[config.mk]
export PLATFORM = sky130hd
export DESIGN_NAME = outb_xlat_top
export DESIGN_NICKNAME = d
export VERILOG_FILES = /design/src/rtl/oat_pkg.sv /design/src/rtl/oat_cfg_decode.sv /design/src/rtl/oat_entry_table.sv /design/src/rtl/oat_addr_compose.sv /design/src/rtl/oat_out_stage.sv /design/src/rtl/outb_xlat_top.sv
export SDC_FILE = /design/constraint.sdc
export NUM_CORES = 2
export LEC_CHECK = 0
export ABC_CLOCK_PERIOD_IN_PS = 4300
export BUFFER_PORTS_ARGS = -buffer_cell sky130_fd_sc_hd__buf_2
export CORE_MARGIN = 1
export CORE_UTILIZATION = 61
export DETAILED_ROUTE_END_ITERATION = 10
export HOLD_SLACK_MARGIN = 0.15
export PLACE_DENSITY_LB_ADDON = 0.05
export SYNTH_ARGS = -nofsm -noshare
export SYNTH_HDL_FRONTEND = slang
export SYNTH_SLANG_ARGS = --single-unit
[constraint.sdc]
create_clock -name clk -period 4.3 [get_ports clk]
set_input_delay 0.215 -clock clk [delete_from_list [all_inputs] [get_ports clk]]
set_output_delay 0.215 -clock clk [all_outputs]
set_load 0.005 [all_outputs]
[src/rtl/oat_pkg.sv]
package oat_pkg;

    localparam int OUT_AW = 64;
    localparam int CFG_DW = 32;

    // Output holding stage occupancy
    typedef enum logic {
        OAT_EMPTY = 1'b0,
        OAT_FULL  = 1'b1
    } oat_state_e;

    // Result of one translation before it is registered
    typedef struct packed {
        logic [OUT_AW-1:0] addr;
        logic              is32;
    } oat_xlat_t;

endpackage

[src/rtl/oat_cfg_decode.sv]
module oat_cfg_decode #(
    parameter int                CFG_AW   = 14,
    parameter int                IDX_W    = 4,
    parameter logic [CFG_AW-1:0] CFG_BASE = 14'h3000
) (
    input  logic [CFG_AW-1:0]       cfg_addr,
    input  logic                    cfg_wr_en,
    output logic                    hit,
    output logic [IDX_W-1:0]        idx,
    output logic                    half_hi,
    output logic [(1<<IDX_W)-1:0]   wr_lo,
    output logic [(1<<IDX_W)-1:0]   wr_hi
);
    localparam int              DEPTH = 1 << IDX_W;
    localparam logic [CFG_AW:0] SPAN  = (CFG_AW+1)'(DEPTH * 8);

    logic [CFG_AW-1:0] offset;

    always_comb begin
        offset  = cfg_addr - CFG_BASE;
        hit     = (cfg_addr >= CFG_BASE) &&
                  ({1'b0, offset} < SPAN) &&
                  (offset[1:0] == 2'b00);
        idx     = offset[IDX_W+2:3];
        half_hi = offset[2];
    end

    for (genvar g = 0; g < DEPTH; g++) begin : g_strobe
        always_comb begin
            wr_lo[g] = cfg_wr_en && hit && !half_hi && (idx == IDX_W'(g));
            wr_hi[g] = cfg_wr_en && hit &&  half_hi && (idx == IDX_W'(g));
        end
    end

endmodule

[src/rtl/oat_entry_table.sv]
module oat_entry_table #(
    parameter int IDX_W = 4
) (
    input  logic                  clk,
    input  logic                  rst_n,
    input  logic [(1<<IDX_W)-1:0] wr_lo,
    input  logic [(1<<IDX_W)-1:0] wr_hi,
    input  logic [31:0]           wdata,
    input  logic [IDX_W-1:0]      look_idx,
    input  logic [IDX_W-1:0]      rd_idx,
    output logic [63:0]           look_entry,
    output logic [63:0]           rd_entry
);
    localparam int DEPTH = 1 << IDX_W;

    logic [63:0] ent_w [DEPTH];

    for (genvar g = 0; g < DEPTH; g++) begin : g_ent
        logic [31:0] lo_r;
        logic [31:0] hi_r;

        always_ff @(posedge clk or negedge rst_n) begin
            if (!rst_n) begin
                lo_r <= '0;
                hi_r <= '0;
            end else begin
                if (wr_lo[g]) lo_r <= wdata;
                if (wr_hi[g]) hi_r <= wdata;
            end
        end

        assign ent_w[g] = {hi_r, lo_r};
    end

    // Reads see register contents, so a same-edge write is not visible yet
    assign look_entry = ent_w[look_idx];
    assign rd_entry   = ent_w[rd_idx];

endmodule

[src/rtl/oat_addr_compose.sv]
module oat_addr_compose
    import oat_pkg::*;
#(
    parameter int LOCAL_AW = 20,
    parameter int WIN_W    = 16
) (
    input  logic                xlat_en,
    input  logic [LOCAL_AW-1:0] local_addr,
    input  logic [OUT_AW-1:0]   entry,
    output oat_xlat_t           res
);
    localparam logic [OUT_AW-1:0] LO_MASK = (64'd1 << WIN_W) - 64'd1;

    logic [OUT_AW-1:0] local_ext;
    logic [OUT_AW-1:0] mapped;

    always_comb begin
        local_ext = OUT_AW'(local_addr);
        mapped    = (entry & ~LO_MASK) | (local_ext & LO_MASK);
        res.addr  = xlat_en ? mapped : local_ext;
        res.is32  = (res.addr[OUT_AW-1:32] == '0);
    end

endmodule

[src/rtl/oat_out_stage.sv]
module oat_out_stage
    import oat_pkg::*;
#(
    parameter int BURST_W = 8,
    parameter int TAG_W   = 6
) (
    input  logic               clk,
    input  logic               rst_n,
    input  logic               in_valid,
    output logic               in_ready,
    input  oat_xlat_t          in_res,
    input  logic [BURST_W-1:0] in_burst,
    input  logic [TAG_W-1:0]   in_tag,
    output logic               out_valid,
    input  logic               out_ready,
    output logic [OUT_AW-1:0]  out_addr,
    output logic               out_addr32,
    output logic               out_addr64,
    output logic [BURST_W-1:0] out_burst,
    output logic [TAG_W-1:0]   out_tag
);
    oat_state_e state_q, state_d;
    logic       load;

    assign in_ready = (state_q == OAT_EMPTY) || out_ready;
    assign load     = in_valid && in_ready;

    always_comb begin
        state_d = state_q;
        unique case (state_q)
            OAT_EMPTY: if (load) state_d = OAT_FULL;              // FILL
            OAT_FULL: begin
                if (out_ready && !in_valid) state_d = OAT_EMPTY;  // DRAIN
                else                        state_d = OAT_FULL;   // REFILL / STALL
            end
            default: state_d = OAT_EMPTY;
        endcase
    end

    always_ff @(posedge clk or negedge rst_n) begin
        if (!rst_n) state_q <= OAT_EMPTY;
        else        state_q <= state_d;
    end

    always_ff @(posedge clk or negedge rst_n) begin
        if (!rst_n) begin
            out_addr   <= '0;
            out_addr32 <= 1'b1;
            out_burst  <= '0;
            out_tag    <= '0;
        end else if (load) begin
            out_addr   <= in_res.addr;
            out_addr32 <= in_res.is32;
            out_burst  <= in_burst;
            out_tag    <= in_tag;
        end
    end

    assign out_valid  = (state_q == OAT_FULL);
    assign out_addr64 = !out_addr32;

endmodule

[src/rtl/outb_xlat_top.sv]
module outb_xlat_top
    import oat_pkg::*;
#(
    parameter int                LOCAL_AW = 20,
    parameter int                WIN_W    = 16,
    parameter int                IDX_W    = 4,
    parameter int                BURST_W  = 8,
    parameter int                TAG_W    = 6,
    parameter int                CFG_AW   = 14,
    parameter logic [CFG_AW-1:0] CFG_BASE = 14'h3000
) (
    input  logic                clk,
    input  logic                rst_n,
    input  logic                xlat_en,
    input  logic                req_valid,
    output logic                req_ready,
    input  logic [LOCAL_AW-1:0] req_addr,
    input  logic [BURST_W-1:0]  req_burst,
    input  logic [TAG_W-1:0]    req_tag,
    output logic                out_valid,
    input  logic                out_ready,
    output logic [63:0]         out_addr,
    output logic                out_addr32,
    output logic                out_addr64,
    output logic [BURST_W-1:0]  out_burst,
    output logic [TAG_W-1:0]    out_tag,
    input  logic                cfg_wr_en,
    input  logic                cfg_rd_en,
    input  logic [CFG_AW-1:0]   cfg_addr,
    input  logic [31:0]         cfg_wdata,
    output logic                cfg_rvalid,
    output logic [31:0]         cfg_rdata
);
    localparam int DEPTH  = 1 << IDX_W;
    localparam int IDX_LO = WIN_W;
    localparam int IDX_HI = WIN_W + IDX_W - 1;

    logic                 dec_hit;
    logic [IDX_W-1:0]     dec_idx;
    logic                 dec_half_hi;
    logic [DEPTH-1:0]     wr_lo;
    logic [DEPTH-1:0]     wr_hi;
    logic [OUT_AW-1:0]    look_entry;
    logic [OUT_AW-1:0]    rd_entry;
    oat_xlat_t            xres;

    oat_cfg_decode #(
        .CFG_AW  (CFG_AW),
        .IDX_W   (IDX_W),
        .CFG_BASE(CFG_BASE)
    ) dec_i (
        .cfg_addr (cfg_addr),
        .cfg_wr_en(cfg_wr_en),
        .hit      (dec_hit),
        .idx      (dec_idx),
        .half_hi  (dec_half_hi),
        .wr_lo    (wr_lo),
        .wr_hi    (wr_hi)
    );

    oat_entry_table #(
        .IDX_W(IDX_W)
    ) tbl_i (
        .clk       (clk),
        .rst_n     (rst_n),
        .wr_lo     (wr_lo),
        .wr_hi     (wr_hi),
        .wdata     (cfg_wdata),
        .look_idx  (req_addr[IDX_HI:IDX_LO]),
        .rd_idx    (dec_idx),
        .look_entry(look_entry),
        .rd_entry  (rd_entry)
    );

    oat_addr_compose #(
        .LOCAL_AW(LOCAL_AW),
        .WIN_W   (WIN_W)
    ) cmp_i (
        .xlat_en   (xlat_en),
        .local_addr(req_addr),
        .entry     (look_entry),
        .res       (xres)
    );

    oat_out_stage #(
        .BURST_W(BURST_W),
        .TAG_W  (TAG_W)
    ) ostg_i (
        .clk       (clk),
        .rst_n     (rst_n),
        .in_valid  (req_valid),
        .in_ready  (req_ready),
        .in_res    (xres),
        .in_burst  (req_burst),
        .in_tag    (req_tag),
        .out_valid (out_valid),
        .out_ready (out_ready),
        .out_addr  (out_addr),
        .out_addr32(out_addr32),
        .out_addr64(out_addr64),
        .out_burst (out_burst),
        .out_tag   (out_tag)
    );

    // Register read-back, one cycle after the strobe
    always_ff @(posedge clk or negedge rst_n) begin
        if (!rst_n) begin
            cfg_rvalid <= 1'b0;
            cfg_rdata  <= '0;
        end else begin
            cfg_rvalid <= cfg_rd_en;
            if (cfg_rd_en) begin
                if (!dec_hit)         cfg_rdata <= '0;
                else if (dec_half_hi) cfg_rdata <= rd_entry[63:32];
                else                  cfg_rdata <= rd_entry[31:0];
            end
        end
    end

endmodule

==> results.txt <==
Entering global routing, the biggest net connects 140 pins. In this run the standard cell core region covers 0.0915 mm2. The synthesized design contains 1137 register bits.

For the maximum clock skew at final layout, the log shows 0.0219 ns. The synthesized netlist contains 51 unique library cells. The mapped netlist covers 0.0563 mm2. Clock period minus worst slack: 3.11 ns. STA classifies the critical path endpoint as a register. Dividing the detail-routed via count by the number of cells gives 6.91.

The first global-routing pass estimated 245000 um of wire. Setup repair after global routing left no endpoint under its margin. Counting along the longest clock path gives a buffer depth of 3. The detailed placement HPWL is 98300 um. The clock-pin slew on the worst setup and hold paths came out at 0.06 ns.

The main combinational cell family by area after synthesis is multiplexers. The post-detailed-route wirelength per cell is 32.0 um, and the detailed-route via count is 34900. TritonCTS built the clock tree. During placement, the flow inserted port buffers numbering 201.

The critical path starts at xlat_en. The hold-fix buffer count after cts was 73; the count of H-tree levels built during CTS was 3. The global routing usage summed across all routing layers is 35.6%. Post-layout net count: 3856. For the number of endpoints failing setup at the final stage, the log shows 0. For this run, the leading register cell type out of synthesis is sky130_fd_sc_hd__dfrtp_1.

The type of the setup path with the least slack was in -> reg. The detailed router's first-iteration violation count was 3203. The synthesized instance count was 3614. Measured along the y axis, the die boundary spans 306 um. The parity-gate share of the synthesized area counting xor and xnor cells was 0%; the max-capacitance violation count was 0. The fraction of layout instances using a drive strength above 1 is 53.4%, and the number of antenna violations at the first check in global routing is 3.

Adding up every negative setup slack in the final design gives 0 ns. The worst path arrival time is 3.72 ns, and the effective utilization at floorplan is 61.5%. The total number of placement rows is 111. Leaving out fill and tap cells, the most frequent cell in the layout is sky130_fd_sc_hd__dfrtp_1. The worst-margin pin slew was 1.31 ns; the number of global-route vias before repair was 37400. Path class of the lowest-slack min-delay path: in -> async.

The tools report the type of origin of the critical path as an input pin. The run gives 0.851 as the final weighted congestion in routability-driven placement. Area growth from synthesis to final layout: 12.7%. The first TritonRoute pass finished after 5 iterations.

The run gives 0.321 GHz as the fmax. After synthesis, flip-flops and latches occupy 50.5% of the total area. Summed over all cells, the static leakage comes to 0.0301 uW. CTS placed an instance of sky130_fd_sc_hd__clkbuf_16 at the clock tree root. After clock tree synthesis, the setup repair step added 0 buffers. The run finished with clean final reports. The cell count of the worst reg-to-reg path is 6. The power density over cell area came out at 356 mW/mm2.

After the flow finishes, the layout carries non-filler instances totaling 5050. Measured against the total synthesized area, the mux share comes to 42.1%. Once the clock tree was built, the resizer swapped 0 gates to a different size. The final cycle utilization of the critical path is 72.4%.

The detail route stage leaves a number of antenna-violating nets equal to 0. The final max-slew violation count was 0. In the routed design, unresolved DRC markers number 0.

Measured against its own limit, the worst slew margin works out to 12.5%. The tools report the worst vdd rail ir drop as 0.000297 V. In this run, CTS created clock tree buffers numbering 118. CTS saw 1137 sinks. The number of hold-slack violations in the final timing report was 0; the number of top-level pins was 202.

Total routed wirelength: 162000 um. The maximum fanout along the worst path is 15, and the average size of a mapped cell is 15.6 um2. Required arrival time at the worst endpoint: 4.91 ns. The simple-gate area share of the yosys netlist works out to 2.19%. Launch instance of the worst register-to-register path: tbl_i.g_ent[7].hi_r[31]$_DFFE_PN0P_. The sum of overflow across all layers after global routing was 0; the compound-cell area share of the yosys netlist was 2.18%. Total placed cells including tap cells: 4762. After synthesis, the share of flip-flops with an asynchronous set or reset is 100%. The later pin in the worst-skew pair is clocked with a latency of 0.71 ns. The number of nets handed over by synthesis was 3701. Yosys mapped a number of flops with a built-in enable equal to 0. The run gives 0 as the number of synthesis warnings.

The adder-cell share of the synthesized area is 0%, and the horizontal die dimension is 306 um. In the layout the commonest cells are 1136 x sky130_fd_sc_hd__dfrtp_1, 1014 x sky130_fd_sc_hd__mux2_2, 489 x sky130_fd_sc_hd__mux4_2. The die covers 0.0936 mm2.
## final cells by class
class / count / area, um2
fillers: 6011 / 28000
well taps: 1186 / 1480
diodes: 1 / 2.50
flip-flops and latches: 1137 / 28500
repair buffers: 401 / 3110
clock inverters: 46 / 502
inverters: 37 / 139
clock buffers: 168 / 3400
multi-input cells: 2074 / 26400
## worst max-delay path, stage by stage
cell                            delay [ns]
sky130_fd_sc_hd__dlygate4sd3_1        0.54
sky130_fd_sc_hd__buf_2                0.24
sky130_fd_sc_hd__inv_2                0.30
sky130_fd_sc_hd__nor2_2               0.27
sky130_fd_sc_hd__buf_4                0.28
sky130_fd_sc_hd__a32o_1               0.24
sky130_fd_sc_hd__a222oi_1             0.91
sky130_fd_sc_hd__and4_1               0.31
sky130_fd_sc_hd__nand2_1              0.07
sky130_fd_sc_hd__o41ai_2              0.31
## flip-flops by register name, summed over array words and instances (netlist names), 6 cells and up
name and cells:
tbl_i.g_ent.hi_r 512, tbl_i.g_ent.lo_r 512, ostg_i.out_addr 64, cfg_rdata 32
ostg_i.out_burst 8, ostg_i.out_tag 6
## per-stage QoR
step | total power [uW] | utilization (%) | area (um2) | hold WS [ns] | worst slack [ns]
detailed placement | 12400 | 64.3 | 58900 | 0.300 | 0.798
CTS | 22700 | 69.4 | 63500 | 0.151 | 1.26
floorplan | 11700 | - | 56300 | -0.0806 | 1.67
global route | 23300 | 69.4 | 63500 | 0.180 | 1.21
global placement | 12400 | 64.3 | 58900 | 0.312 | 0.799
finish | 22600 | 69.4 | 63500 | 0.140 | 1.19
## cell usage after synthesis, drive strengths merged (3+ instances only)
cell | count | area [um2]
and3 | 5 | 31.3
nand3 | 22 | 115
mux4 | 491 | 11100
o21a | 4 | 30.0
nand2b | 6 | 37.5
nor4 | 4 | 25.0
nand4 | 6 | 37.5
clkbuf | 250 | 938
dfrtp | 1136 | 28400
o21ai | 12 | 60.1
a211oi | 3 | 22.5
a22oi | 30 | 225
buf | 116 | 616
o211ai | 12 | 95.1
a21oi | 5 | 25.0
a31oi | 4 | 25.0
nand2 | 185 | 694
nor2 | 28 | 105
nor2b | 8 | 50.1
mux2 | 1024 | 11500
o32a | 3 | 30.0
mux2i | 112 | 1120
a22o | 27 | 236
a222oi | 3 | 30.0
nor3 | 8 | 40.0
a32o | 3 | 30.0
or3 | 5 | 31.3
inv | 37 | 139
a32oi | 4 | 35.0
a221oi | 14 | 123
o22ai | 32 | 200
## cell families after synthesis
| family | Yosys count |
|---|---|
| buffers and inverters | 403 |
| flip-flops | 1137 |
| multiplexers | 1627 |
| AO/OA/AOI/OAI | 162 |
| AND/OR/NAND/NOR | 285 |
## per-layer routing
layer | vias up | share of wire (%) | global-route usage (%)
met2 | 1527 | 48 | 56.7
met4 | 4 | 4.2 | 13.8
li1 | 14100 | - | -
met5 | - | 0.017 | 0
met1 | 18900 | 40 | 47.7
met3 | 386 | 8.0 | 8.64
## power breakdown
| part | internal, uW | total, uW | switching [uW] |
|---|---|---|---|
| Sequential | 10800 | 10800 | 50.6 |
| Clock | 6060 | 10300 | 4270 |
| Combinational | 484 | 1480 | 996 |
## final timing paths
| path | endpoint | slack (ns) |
|---|---|---|
| max | ostg_i.out_addr32$_DFFE_PN1P_ | 1.19 |
| min | tbl_i.g_ent[6].lo_r[26]$_DFFE_PN0P_ | 0.14 |
| max reg2reg | ostg_i.out_addr32$_DFFE_PN1P_ | 1.50 |
| min reg2reg | ostg_i.out_tag[4]$_DFFE_PN0P_ | 0.47 |
| max in group asynchronous | tbl_i.g_ent[12].lo_r[15]$_DFFE_PN0P_ | 2.72 |
| min in group clk | tbl_i.g_ent[3].lo_r[18]$_DFFE_PN0P_ | 0.17 |
(Power assumes the default switching activity.)
